## config.mk

```make
export PLATFORM = sky130hd
export DESIGN_NAME = line_period_peak
export DESIGN_NICKNAME = d
export VERILOG_FILES = /design/src/rtl/lpp_pkg.sv /design/src/rtl/lpp_window_det.sv /design/src/rtl/lpp_interval.sv /design/src/rtl/lpp_peak_track.sv /design/src/rtl/lpp_watchdog.sv /design/src/rtl/line_period_peak.sv
export SDC_FILE = /design/constraint.sdc
export NUM_CORES = 1
export LEC_CHECK = 0
export ABC_AREA = 1
export BUFFER_PORTS_ARGS = -buffer_cell sky130_fd_sc_hd__buf_2
export CAP_MARGIN = 15
export CORE_ASPECT_RATIO = 0.6
export CORE_MARGIN = 5
export CORE_UTILIZATION = 55
export CTS_BUF_LIST = sky130_fd_sc_hd__clkbuf_16
export DETAILED_ROUTE_END_ITERATION = 8
export PLACE_DENSITY = 0.76
export SLEW_MARGIN = 15
export SYNTH_ARGS = -nofsm -noshare
export SYNTH_HDL_FRONTEND = slang
export SYNTH_SLANG_ARGS = --single-unit
```

## constraint.sdc

```tcl
create_clock -name clk -period 2.6 [get_ports clk]
set_input_delay 0.13 -clock clk [delete_from_list [all_inputs] [get_ports clk]]
set_output_delay 0.13 -clock clk [all_outputs]
set_load 0.02 [all_outputs]
```

## src/rtl/lpp_pkg.sv

```systemverilog
// Shared helpers for the line period and peak detector.
// Assumes: all codes and counts are unsigned.
package lpp_pkg;
    // Default widths used by the top-level parameters.
    localparam int DEF_DATA_W = 12;
    localparam int DEF_CNT_W  = 24;

    // Phase of the window detector.
    typedef enum logic [0:0] {
        ARM_IDLE = 1'b0,
        ARM_HIGH = 1'b1
    } arm_state_e;
endpackage

```

## src/rtl/lpp_window_det.sv

```systemverilog
// Window timestamp detector: fires one pulse when a valid sample falls
// from above thr_hi into the window (thr_lo, thr_hi].
// Assumes thr_hi > thr_lo. The pulse is registered, one clock after the capture edge.
module lpp_window_det #(
    parameter int DATA_W = 12
) (
    input  logic              clk,
    input  logic              rst_n,
    input  logic              sample_vld,
    input  logic [DATA_W-1:0] sample_code,
    input  logic [DATA_W-1:0] thr_hi,
    input  logic [DATA_W-1:0] thr_lo,
    output logic              stamp
);
    import lpp_pkg::*;

    arm_state_e arm_q;
    logic       above_hi;
    logic       in_window;

    // Classify the current sample against both thresholds.
    always_comb begin
        above_hi  = sample_code > thr_hi;
        in_window = (sample_code <= thr_hi) && (sample_code > thr_lo);
    end

    // Track whether the previous valid sample was above the window, and pulse on entry.
    always_ff @(posedge clk) begin
        if (!rst_n) begin
            arm_q <= ARM_IDLE;
            stamp <= 1'b0;
        end else begin
            stamp <= 1'b0;
            if (sample_vld) begin
                stamp <= (arm_q == ARM_HIGH) && in_window;
                arm_q <= above_hi ? ARM_HIGH : ARM_IDLE;
            end
        end
    end
endmodule

```

## src/rtl/lpp_interval.sv

```systemverilog
// Interval meter: free-running tick counter latched on each stamp; the
// difference from the previous latch is published with a one-cycle strobe.
// Assumes the counter wraps at most once per period (modular difference).
module lpp_interval #(
    parameter int CNT_W = 24
) (
    input  logic             clk,
    input  logic             rst_n,
    input  logic             stamp,
    input  logic             restart,
    output logic [CNT_W-1:0] period_out,
    output logic             period_stb
);
    logic [CNT_W-1:0] tick_q;
    logic [CNT_W-1:0] last_q;
    logic             started_q;

    // Free-running time base.
    always_ff @(posedge clk) begin
        if (!rst_n) tick_q <= '0;
        else        tick_q <= tick_q + 1'b1;
    end

    // Latch the time base on stamps and publish the difference.
    always_ff @(posedge clk) begin
        if (!rst_n) begin
            last_q     <= '0;
            started_q  <= 1'b0;
            period_out <= '0;
            period_stb <= 1'b0;
        end else begin
            period_stb <= 1'b0;
            if (restart) begin
                started_q <= 1'b0;
            end else if (stamp) begin
                last_q    <= tick_q;
                started_q <= 1'b1;
                if (started_q) begin
                    period_out <= tick_q - last_q;
                    period_stb <= 1'b1;
                end
            end
        end
    end
endmodule

```

## src/rtl/lpp_peak_track.sv

```systemverilog
// Half-cycle peak tracker: a running maximum over valid samples, moved to
// the output on each stamp and restarted for the next half-cycle.
// Assumes the stamp arrives one clock after its sample was captured.
module lpp_peak_track #(
    parameter int DATA_W = 12
) (
    input  logic              clk,
    input  logic              rst_n,
    input  logic              sample_vld,
    input  logic [DATA_W-1:0] sample_code,
    input  logic              stamp,
    input  logic              restart,
    output logic [DATA_W-1:0] peak_out,
    output logic              peak_stb
);
    logic [DATA_W-1:0] run_max_q;
    logic              primed_q;

    // Running maximum, reseeded on the stamp cycle.
    always_ff @(posedge clk) begin
        if (!rst_n) begin
            run_max_q <= '0;
        end else if (stamp) begin
            run_max_q <= sample_vld ? sample_code : '0;
        end else if (sample_vld && (sample_code > run_max_q)) begin
            run_max_q <= sample_code;
        end
    end

    // Publish the captured peak once a full half-cycle is behind us.
    always_ff @(posedge clk) begin
        if (!rst_n) begin
            primed_q <= 1'b0;
            peak_out <= '0;
            peak_stb <= 1'b0;
        end else begin
            peak_stb <= 1'b0;
            if (restart) begin
                primed_q <= 1'b0;
            end else if (stamp) begin
                primed_q <= 1'b1;
                if (primed_q) begin
                    peak_out <= run_max_q;
                    peak_stb <= 1'b1;
                end
            end
        end
    end
endmodule

```

## src/rtl/lpp_watchdog.sv

```systemverilog
// Line-loss watchdog: counts clocks since the last stamp (saturating),
// clears line_ok and requests a restart once the limit is exceeded.
// Sets line_ok on the second stamp after reset or loss.
module lpp_watchdog #(
    parameter int CNT_W = 24
) (
    input  logic             clk,
    input  logic             rst_n,
    input  logic             stamp,
    input  logic [CNT_W-1:0] timeout_lim,
    output logic             restart,
    output logic             line_ok
);
    localparam logic [CNT_W-1:0] GAP_MAX = '1;

    logic [CNT_W-1:0] gap_q;
    logic             primed_q;

    // Loss condition: too long since the last stamp.
    always_comb begin
        restart = !stamp && (gap_q >= timeout_lim);
    end

    // Saturating gap counter.
    always_ff @(posedge clk) begin
        if (!rst_n)               gap_q <= '0;
        else if (stamp)           gap_q <= '0;
        else if (gap_q != GAP_MAX) gap_q <= gap_q + 1'b1;
    end

    // Valid flag and first-stamp tracking.
    always_ff @(posedge clk) begin
        if (!rst_n) begin
            primed_q <= 1'b0;
            line_ok  <= 1'b0;
        end else if (restart) begin
            primed_q <= 1'b0;
            line_ok  <= 1'b0;
        end else if (stamp) begin
            primed_q <= 1'b1;
            if (primed_q) line_ok <= 1'b1;
        end
    end
endmodule

```

## src/rtl/line_period_peak.sv

```systemverilog
// Top: line half-cycle period and peak detector.
// Assumes thr_hi > thr_lo and that the rectified waveform falls through
// the window in at least one sample per half-cycle.
module line_period_peak #(
    parameter int DATA_W = lpp_pkg::DEF_DATA_W,
    parameter int CNT_W  = lpp_pkg::DEF_CNT_W
) (
    input  logic              clk,
    input  logic              rst_n,
    input  logic              sample_vld,
    input  logic [DATA_W-1:0] sample_code,
    input  logic [DATA_W-1:0] thr_hi,
    input  logic [DATA_W-1:0] thr_lo,
    input  logic [CNT_W-1:0]  timeout_lim,
    output logic [CNT_W-1:0]  period_out,
    output logic              period_stb,
    output logic [DATA_W-1:0] peak_out,
    output logic              peak_stb,
    output logic              line_ok
);
    logic stamp_w;
    logic restart_w;

    lpp_window_det #(.DATA_W(DATA_W)) u_win (
        .clk(clk), .rst_n(rst_n), .sample_vld(sample_vld),
        .sample_code(sample_code), .thr_hi(thr_hi), .thr_lo(thr_lo),
        .stamp(stamp_w)
    );

    lpp_interval #(.CNT_W(CNT_W)) u_ivl (
        .clk(clk), .rst_n(rst_n), .stamp(stamp_w), .restart(restart_w),
        .period_out(period_out), .period_stb(period_stb)
    );

    lpp_peak_track #(.DATA_W(DATA_W)) u_pk (
        .clk(clk), .rst_n(rst_n), .sample_vld(sample_vld),
        .sample_code(sample_code), .stamp(stamp_w), .restart(restart_w),
        .peak_out(peak_out), .peak_stb(peak_stb)
    );

    lpp_watchdog #(.CNT_W(CNT_W)) u_wd (
        .clk(clk), .rst_n(rst_n), .stamp(stamp_w), .timeout_lim(timeout_lim),
        .restart(restart_w), .line_ok(line_ok)
    );
endmodule

```

==> results.py, run 1 <==
metrics = {
    "status": {
        "run_status": "finished, final reports clean",
    },
    "drt": {
        "vias_per_cell": 5.24,
        "detail-route-antenna-nets": 0,
        "wire_length_after_detailed_routing_um": 23300,
        "detail_route.iter0.violations": 746,
        "post-route-drc-count": 0,
        "vias": 8623,
        "wl_per_cell_um": 14.2,
        "detailed_routing_iteration_count_for_the_pre_antenna_repair_pass": 9,
    },
    "pwr": {
        "power_density_over_the_cells_nw_per_um2": 512,
        "overall_power_consumption_mw": 5.01,
        "power.switching_mw": 1.31,
        "combPwrFrac": 0.120,
        "power_leakage_nw": 5.25,
        "swShare": 0.262,
        "internal_power_mw": 3.70,
        "seq_power_share": 0.396,
        "p_clk_frac": 0.485,
        "vdd_drop_max_uv": 401,
    },
    "logic_synthesis": {
        "synth.net_count": 1474,
        "number_of_cells_produced_by_synthesis": 1325,
        "netlist_area_sq_um": 8470,
        "synth_enable_flop_cells": 0,
        "post-synth-top-count-cell": "sky130_fd_sc_hd__nand2_1",
        "synth_flop_cell": "sky130_fd_sc_hd__dfxtp_1",
        "synth_top_cells_by_area": "sky130_fd_sc_hd__dfxtp_1 30%, sky130_fd_sc_hd__nand2_1 15%, sky130_fd_sc_hd__ha_1 13%",
        "unique_cell_type_count_in_the_yosys_netlist": 39,
        "post-synth-top-area-cell": "sky130_fd_sc_hd__dfxtp_1",
        "synthesis.area_per_instance_sq_um": 6.39,
        "synth_seq_cells": 125,
        "ys.warnings.count": 0,
        "seq_area_frac_synth": 0.296,
        "ys_async_sr_fraction": 0,
        "synth_commonest_cells": "339 x sky130_fd_sc_hd__nand2_1, 260 x sky130_fd_sc_hd__inv_1, 141 x sky130_fd_sc_hd__nor2_1",
        "synth_top_area_share": 0.296,
    },
    "layout": {
        "n_diodes": 0,
        "fraction_of_final_layout_cells_sized_beyond_drive_strength_1": 0.110,
        "final-seq-area_sq_um": 2500,
        "non_filler_cell_area_final_sq_um": 9800,
        "flow.area_growth_from_synthesis_pct": 15.7,
        "multiInputGateArea_sq_um": 4850,
        "postLayoutCoreUtil": 0.643,
        "filler_cell_count": 1411,
        "finalNonFillerCells": 1645,
        "finalNetCount": 1578,
    },
    "cts": {
        "clock_path_buffers": 2,
        "clkTransAtPathRegs_ns": 0.06,
        "cts_max_level": 4,
        "clock_tree_from_tritoncts": "yes",
        "insertion_delay_ns": 0.42,
        "cts_sinks": 125,
        "cts_buffers": 17,
        "clock-root-buffer": "sky130_fd_sc_hd__clkbuf_16",
    },
    "global_routing": {
        "largest_net_degree_at_the_start_of_global_routing": 44,
        "grt_antenna_before_repair": 0,
        "gr-usage-all-layers": 0.264,
        "grt_busiest_layer": "met1",
        "overflow": 0,
        "grt_util_met2": 0.362,
        "grtUsageMet1": 0.409,
        "global_route.usage.met3": 0.0606,
        "wire_length_of_the_first_global_routing_pass_um": 38800,
        "grt_pass1_vias": 7760,
    },
    "critical_path": {
        "timing.critical_path.slowest_stage_cell": "sky130_fd_sc_hd__fa_1",
        "required_time_worst_endpoint_ns": 2.91,
        "worst-path-buf-inv": 3,
        "worst_setup_path_start_kind": "flip-flop",
        "cp_max_fanout": 4,
        "timing.critical_path.max_delay_family": "simple AND/OR/NAND/NOR gates",
        "cp_cell_sequence": "inv_1, ha_1, fa_1, inv_1, nand3_1, nand3_1, nand2_1, nand2_1, nand2_1, nand3_1, nand2_1, o21ai_0, inv_1",
        "cp_slowest_stage_delay_ns": 0.41,
        "timing.critical_path.arrival_ns": 2.41,
        "path_common_cell": "sky130_fd_sc_hd__nand2_1",
        "setup.worst_path.class": "reg -> reg",
        "setup.worst_path.end_class": "flip-flop",
    },
    "timing": {
        "slew-limit-headroom": 0.419,
        "tightest_slew_ns": 0.869,
        "timing.final.crit_period_ns": 2.10,
        "finalSetupViolations": 0,
        "timing_hold_violations_final": 0,
        "drv_slew": 0,
        "hold_slack_ns": 0.00725,
        "layout_setup_ws_ns": 0.505,
        "worst_clock_skew_ns": 0.0129,
        "fin_tns_setup_ns": 0,
        "rsz0062_at_grt": "false",
        "max_freq_ghz": 0.477,
        "layout_worst_path_cycle_share": 0.806,
    },
    "place": {
        "io_buffer_count": 101,
        "placed_cells_incl_taps": 1612,
        "place.gp.congestion": 0.987,
        "place_hpwl_um": 18100,
        "dp_slack_ns": 0.528,
        "place_area_sq_um": 9190,
    },
    "die": {
        "core_area_sq_um": 15200,
        "std_cell_rows": 35,
        "dieWidth_um": 170,
        "die_area_sq_um": 18100,
        "die_h_um": 106,
        "floorplan.initialDensity": 0.556,
        "design.portCount": 102,
    },
    "job": {
        "maxCapViolations": 0,
    },
    "min_path": {
        "hold_class": "in -> reg",
    },
}
## kinds of logic (layout without fill, tap and decap cells)
group / after synthesis / after routing / share of synthesized area
AO/OA/AOI/OAI: 169 / 169 / 0.107
XOR/XNOR: 25 / 25 / 0.0259
adder cells (fa/ha/maj): 86 / 86 / 0.128
buffers and inverters: 292 / 409 / 0.132
flip-flops: 125 / 125 / 0.296
AND/OR/NAND/NOR: 628 / 628 / 0.312
## registers in the layout, summed over array words and instances (netlist names)
signal and cells:
u_ivl.started_q 1, u_pk.peak_stb 1, u_ivl.period_out 24, u_wd.line_ok 1
u_pk.peak_out 12, u_ivl.tick_q 24, u_ivl.last_q 24, u_pk.run_max_q 12
u_win.stamp 1, u_wd.gap_q 24, u_win.arm_q 1
## tightest hold or removal path, stage by stage
cell                      delay (ns)
sky130_fd_sc_hd__buf_2          0.13
sky130_fd_sc_hd__a21oi_1        0.05
sky130_fd_sc_hd__nor2_1         0.08
## worst paths after layout
kind	endpoint	start	slack [ns]	depth (start not counted)
min reg2reg	u_ivl.tick_q[0]	u_ivl.tick_q[0]	0.46	1
max	u_ivl.period_out[16]	u_ivl.tick_q[0]	0.50	13
min	u_pk.run_max_q[10]	sample_code[10]	0.007	3
max reg2reg	u_ivl.period_out[16]	u_ivl.tick_q[0]	0.50	13
## layout by cell type, fill, tap and decap left out, types with 4 or more instances in the layout
cell type,netlist,layout
sky130_fd_sc_hd__o22ai_1,19,19
sky130_fd_sc_hd__a21oi_1,78,78
sky130_fd_sc_hd__inv_2,3,4
sky130_fd_sc_hd__inv_1,260,261
sky130_fd_sc_hd__nand4_1,25,25
sky130_fd_sc_hd__nand2_1,339,339
sky130_fd_sc_hd__nand3b_1,5,5
sky130_fd_sc_hd__xor2_1,20,20
sky130_fd_sc_hd__nand3_1,80,80
sky130_fd_sc_hd__ha_1,85,85
sky130_fd_sc_hd__buf_4,1,9
sky130_fd_sc_hd__nor2_1,141,141
sky130_fd_sc_hd__nor4_1,5,5
sky130_fd_sc_hd__xnor2_1,5,5
sky130_fd_sc_hd__o21ai_0,53,53
sky130_fd_sc_hd__dfxtp_1,125,125
sky130_fd_sc_hd__a21o_1,4,4
sky130_fd_sc_hd__buf_2,6,101
sky130_fd_sc_hd__clkbuf_16,0,17
sky130_fd_sc_hd__nor3_1,17,17
## metal layers
| layer | part of all wire | vias up | wire [um] |
|---|---|---|---|
| met4 | 0.011 | 2 | 252 |
| met1 | 0.50 | 3817 | 11700 |
| met3 | 0.10 | 26 | 2440 |
| met5 | 0.0030 | - | 69 |
| met2 | 0.38 | 389 | 8890 |
| li1 | - | 4389 | - |
## power groups by stage
stage | Combinational (mW) | Sequential, mW | Clock, mW
detailed placement | 0.591 | 2.03 | 0
global route | 0.696 | 1.99 | 2.53
finish | 0.599 | 1.98 | 2.43
CTS | 0.596 | 1.98 | 2.45
floorplan | 0.418 | 2.02 | 0
global placement | 0.569 | 2.02 | 0
## area by class of cell
cell class,instances,area share
clock buffers,17,0.0434
clock inverters,15,0.0174
inverters,265,0.102
multi-input cells,908,0.495
flip-flops and latches,125,0.255
well taps,203,0.0259
repair buffers,112,0.0615
## timing repair
item | 4_1_cts | 5_1_grt
resized for setup | 0 | 0
hold endpoints to repair | 1 | 0
setup buffers | 0 | 0
hold buffers | 1 | 0
Power figures use the tool's default switching activity.
==> run 2, diff against run 1 <==
--- a/config.mk
+++ b/config.mk
@@ -10,10 +10,10 @@
 export CAP_MARGIN = 15
 export CORE_ASPECT_RATIO = 0.6
 export CORE_MARGIN = 5
-export CORE_UTILIZATION = 55
+export CORE_UTILIZATION = 54
 export CTS_BUF_LIST = sky130_fd_sc_hd__clkbuf_16
 export DETAILED_ROUTE_END_ITERATION = 8
-export PLACE_DENSITY = 0.76
+export PLACE_DENSITY = 0.78
 export SLEW_MARGIN = 15
 export SYNTH_ARGS = -nofsm -noshare
 export SYNTH_HDL_FRONTEND = slang
==> constraint.sdc (replaced) <==
create_clock -name clk -period 1.7 [get_ports clk]
set_input_delay 0.085 -clock clk [delete_from_list [all_inputs] [get_ports clk]]
set_output_delay 0.085 -clock clk [all_outputs]
set_load 0.02 [all_outputs]
==> results.py, run 2 (synthesized netlist as in run 1, its figures left out) <==
metrics = {
    "global_routing": {
        "gr-usage-all-layers": 0.289,
        "overflow": 0,
        "wire_length_of_the_first_global_routing_pass_um": 42700,
        "grt_pass1_vias": 8579,
        "largest_net_degree_at_the_start_of_global_routing": 44,
        "grt_antenna_before_repair": 0,
    },
    "critical_path": {
        "count_of_cell_instances_traversed_by_the_critical_path": 15,
        "cp_max_fanout": 5,
        "rr_worst_depth": 15,
        "worst-path-buf-inv": 3,
        "timing.critical_path.max_delay_family": "simple AND/OR/NAND/NOR gates",
        "setup.worst_path.end_class": "flip-flop",
        "setup.worst_path.class": "reg -> reg",
        "worst_setup_path_start_kind": "flip-flop",
        "cp_slowest_stage_delay_ns": 0.36,
        "required_time_worst_endpoint_ns": 2.03,
        "timing.critical_path.arrival_ns": 2.20,
        "cp_cell_sequence": "inv_2, ha_4, nand2_2, nand2_1, nand2_2, nand2_1, nand2_1, nand3b_1, buf_4, nand2_4, nand2_2, nand2_2, nand3_2, nand2_1, inv_1",
        "timing.critical_path.slowest_stage_cell": "sky130_fd_sc_hd__dfxtp_1",
    },
    "place": {
        "io_buffer_count": 101,
        "placed_cells_incl_taps": 1738,
        "place_hpwl_um": 19400,
        "place.gp.congestion": 1.04,
    },
    "die": {
        "core_area_sq_um": 15400,
        "design.portCount": 102,
        "std_cell_rows": 35,
        "die_area_sq_um": 18400,
        "floorplan.initialDensity": 0.551,
        "die_h_um": 107,
        "dieWidth_um": 172,
    },
    "drt": {
        "detail-route-antenna-nets": 0,
        "met3_wirelength_um": 3760,
        "post-route-drc-count": 0,
        "vias_per_cell": 5.62,
        "detail_route.iter0.violations": 1388,
        "wl_per_cell_um": 17.2,
        "route.met2.wl_um": 13700,
        "wl_met1_um": 12500,
        "vias": 10120,
        "detailed_routing_iteration_count_for_the_pre_antenna_repair_pass": 5,
        "wire_length_after_detailed_routing_um": 30900,
        "top_layer": "met4",
    },
    "cts": {
        "clock_path_buffers": 2,
        "clock-root-buffer": "sky130_fd_sc_hd__clkbuf_16",
        "cts_max_level": 4,
        "insertion_delay_ns": 0.43,
        "clock_tree_from_tritoncts": "yes",
        "cts_buffers": 17,
        "cts_sinks": 125,
        "clkTransAtPathRegs_ns": 0.06,
    },
    "timing": {
        "fin_tns_setup_ns": -1.20,
        "finalSetupViolations": 19,
        "timing.final.crit_period_ns": 1.88,
        "slew-limit-headroom": 0.639,
        "layout_setup_ws_ns": -0.177,
        "timing_hold_violations_final": 0,
        "worst_clock_skew_ns": 0.0117,
        "max_freq_ghz": 0.533,
        "drv_slew": 0,
        "tightest_slew_ns": 0.542,
        "layout_worst_path_cycle_share": 1.10,
        "rsz0062_at_grt": "true",
    },
    "pwr": {
        "power_leakage_nw": 6.18,
        "vdd_drop_max_uv": 660,
        "power_density_over_the_cells_nw_per_um2": 665,
        "overall_power_consumption_mw": 8.18,
    },
    "layout": {
        "most_used_cells_in_the_layout_excluding_fill_and_tap_cells": "259 x sky130_fd_sc_hd__nand2_1, 228 x sky130_fd_sc_hd__inv_1, 151 x sky130_fd_sc_hd__buf_4, 114 x sky130_fd_sc_hd__nor2_1, 100 x sky130_fd_sc_hd__buf_2",
        "flow.area_growth_from_synthesis_pct": 45.2,
        "fraction_of_final_layout_cells_sized_beyond_drive_strength_1": 0.361,
        "finalNonFillerCells": 1802,
        "most_common_cell_after_layout_fill_and_taps_aside": "sky130_fd_sc_hd__nand2_1",
        "n_diodes": 0,
        "finalNetCount": 1736,
    },
    "min_path": {
        "hold_class": "in -> reg",
        "hold-path-cell-count": 5,
    },
    "job": {
        "maxCapViolations": 0,
    },
    "status": {
        "failing_checks": "setup timing",
        "run_status": "finished, violations left",
    },
}
-- run 2: path summary, 6_finish.rpt --
check | slack, ns | startpoint | endpoint
max | -0.18 | u_ivl.last_q[3] | u_ivl.period_out[18]
min | 0.05 | sample_code[3] | u_pk.run_max_q[3]
max reg2reg | -0.18 | u_ivl.last_q[3] | u_ivl.period_out[18]
min reg2reg | 0.49 | u_pk.run_max_q[0] | u_pk.peak_out[0]
-- run 2: worst reg2reg max path: cells and delay by family, from the launching register on --
| kind | cells | cell delay, ns |
|---|---|---|
| flops | 1 | 0.36 |
| buf+inv | 3 | 0.31 |
| fa+ha+maj | 1 | 0.26 |
| simple gates | 11 | 0.86 |
-- run 2: timing repair --
| action | 4_1_cts | 5_1_grt |
|---|---|---|
| endpoints found under the setup margin | 32 | 66 |
| endpoints found under the hold margin | 6 | 0 |
| pin swaps | 24 | 100 |
| gates resized for setup | 80 | 250 |
| hold buffers | 6 | 0 |
| setup buffers | 2 | 27 |
-- run 2: power by group --
part | switching (mW) | total (mW) | internal [mW]
clock network | 1.48 | 3.78 | 2.29
logic | 0.766 | 1.35 | 0.585
registers | 0.0446 | 3.05 | 3.00
-- run 2: layout make-up --
cell class	count	area [sq um]
inverters	265	1000
multi-input cells	908	6040
clock inverters	14	170
flip-flops and latches	125	2550
fillers	922	3080
repair buffers	270	1850
clock buffers	17	425
well taps	203	254
-- run 2: layer usage --
layer  track usage  vias up
li1              -     4715
met1         0.427     4578
met2         0.430      714
met3        0.0634      113
met4        0.0650        0
met5             0        -
-- run 2: stage by stage --
| stage | util | area, sq um | hold slack (ns) | setup WS [ns] |
|---|---|---|---|---|
| 5_1_grt | 0.800 | 12300 | 0.0673 | -0.253 |
| 6_report | 0.800 | 12300 | 0.0502 | -0.177 |
| 4_1_cts | 0.728 | 11200 | 0.0194 | -0.0641 |
| 2_1_floorplan | - | 8500 | 0.179 | 0.000976 |
| 3_3_place_gp | 0.662 | 10200 | 0.331 | -0.215 |
| 3_5_place_dp | 0.662 | 10200 | 0.348 | -0.263 |
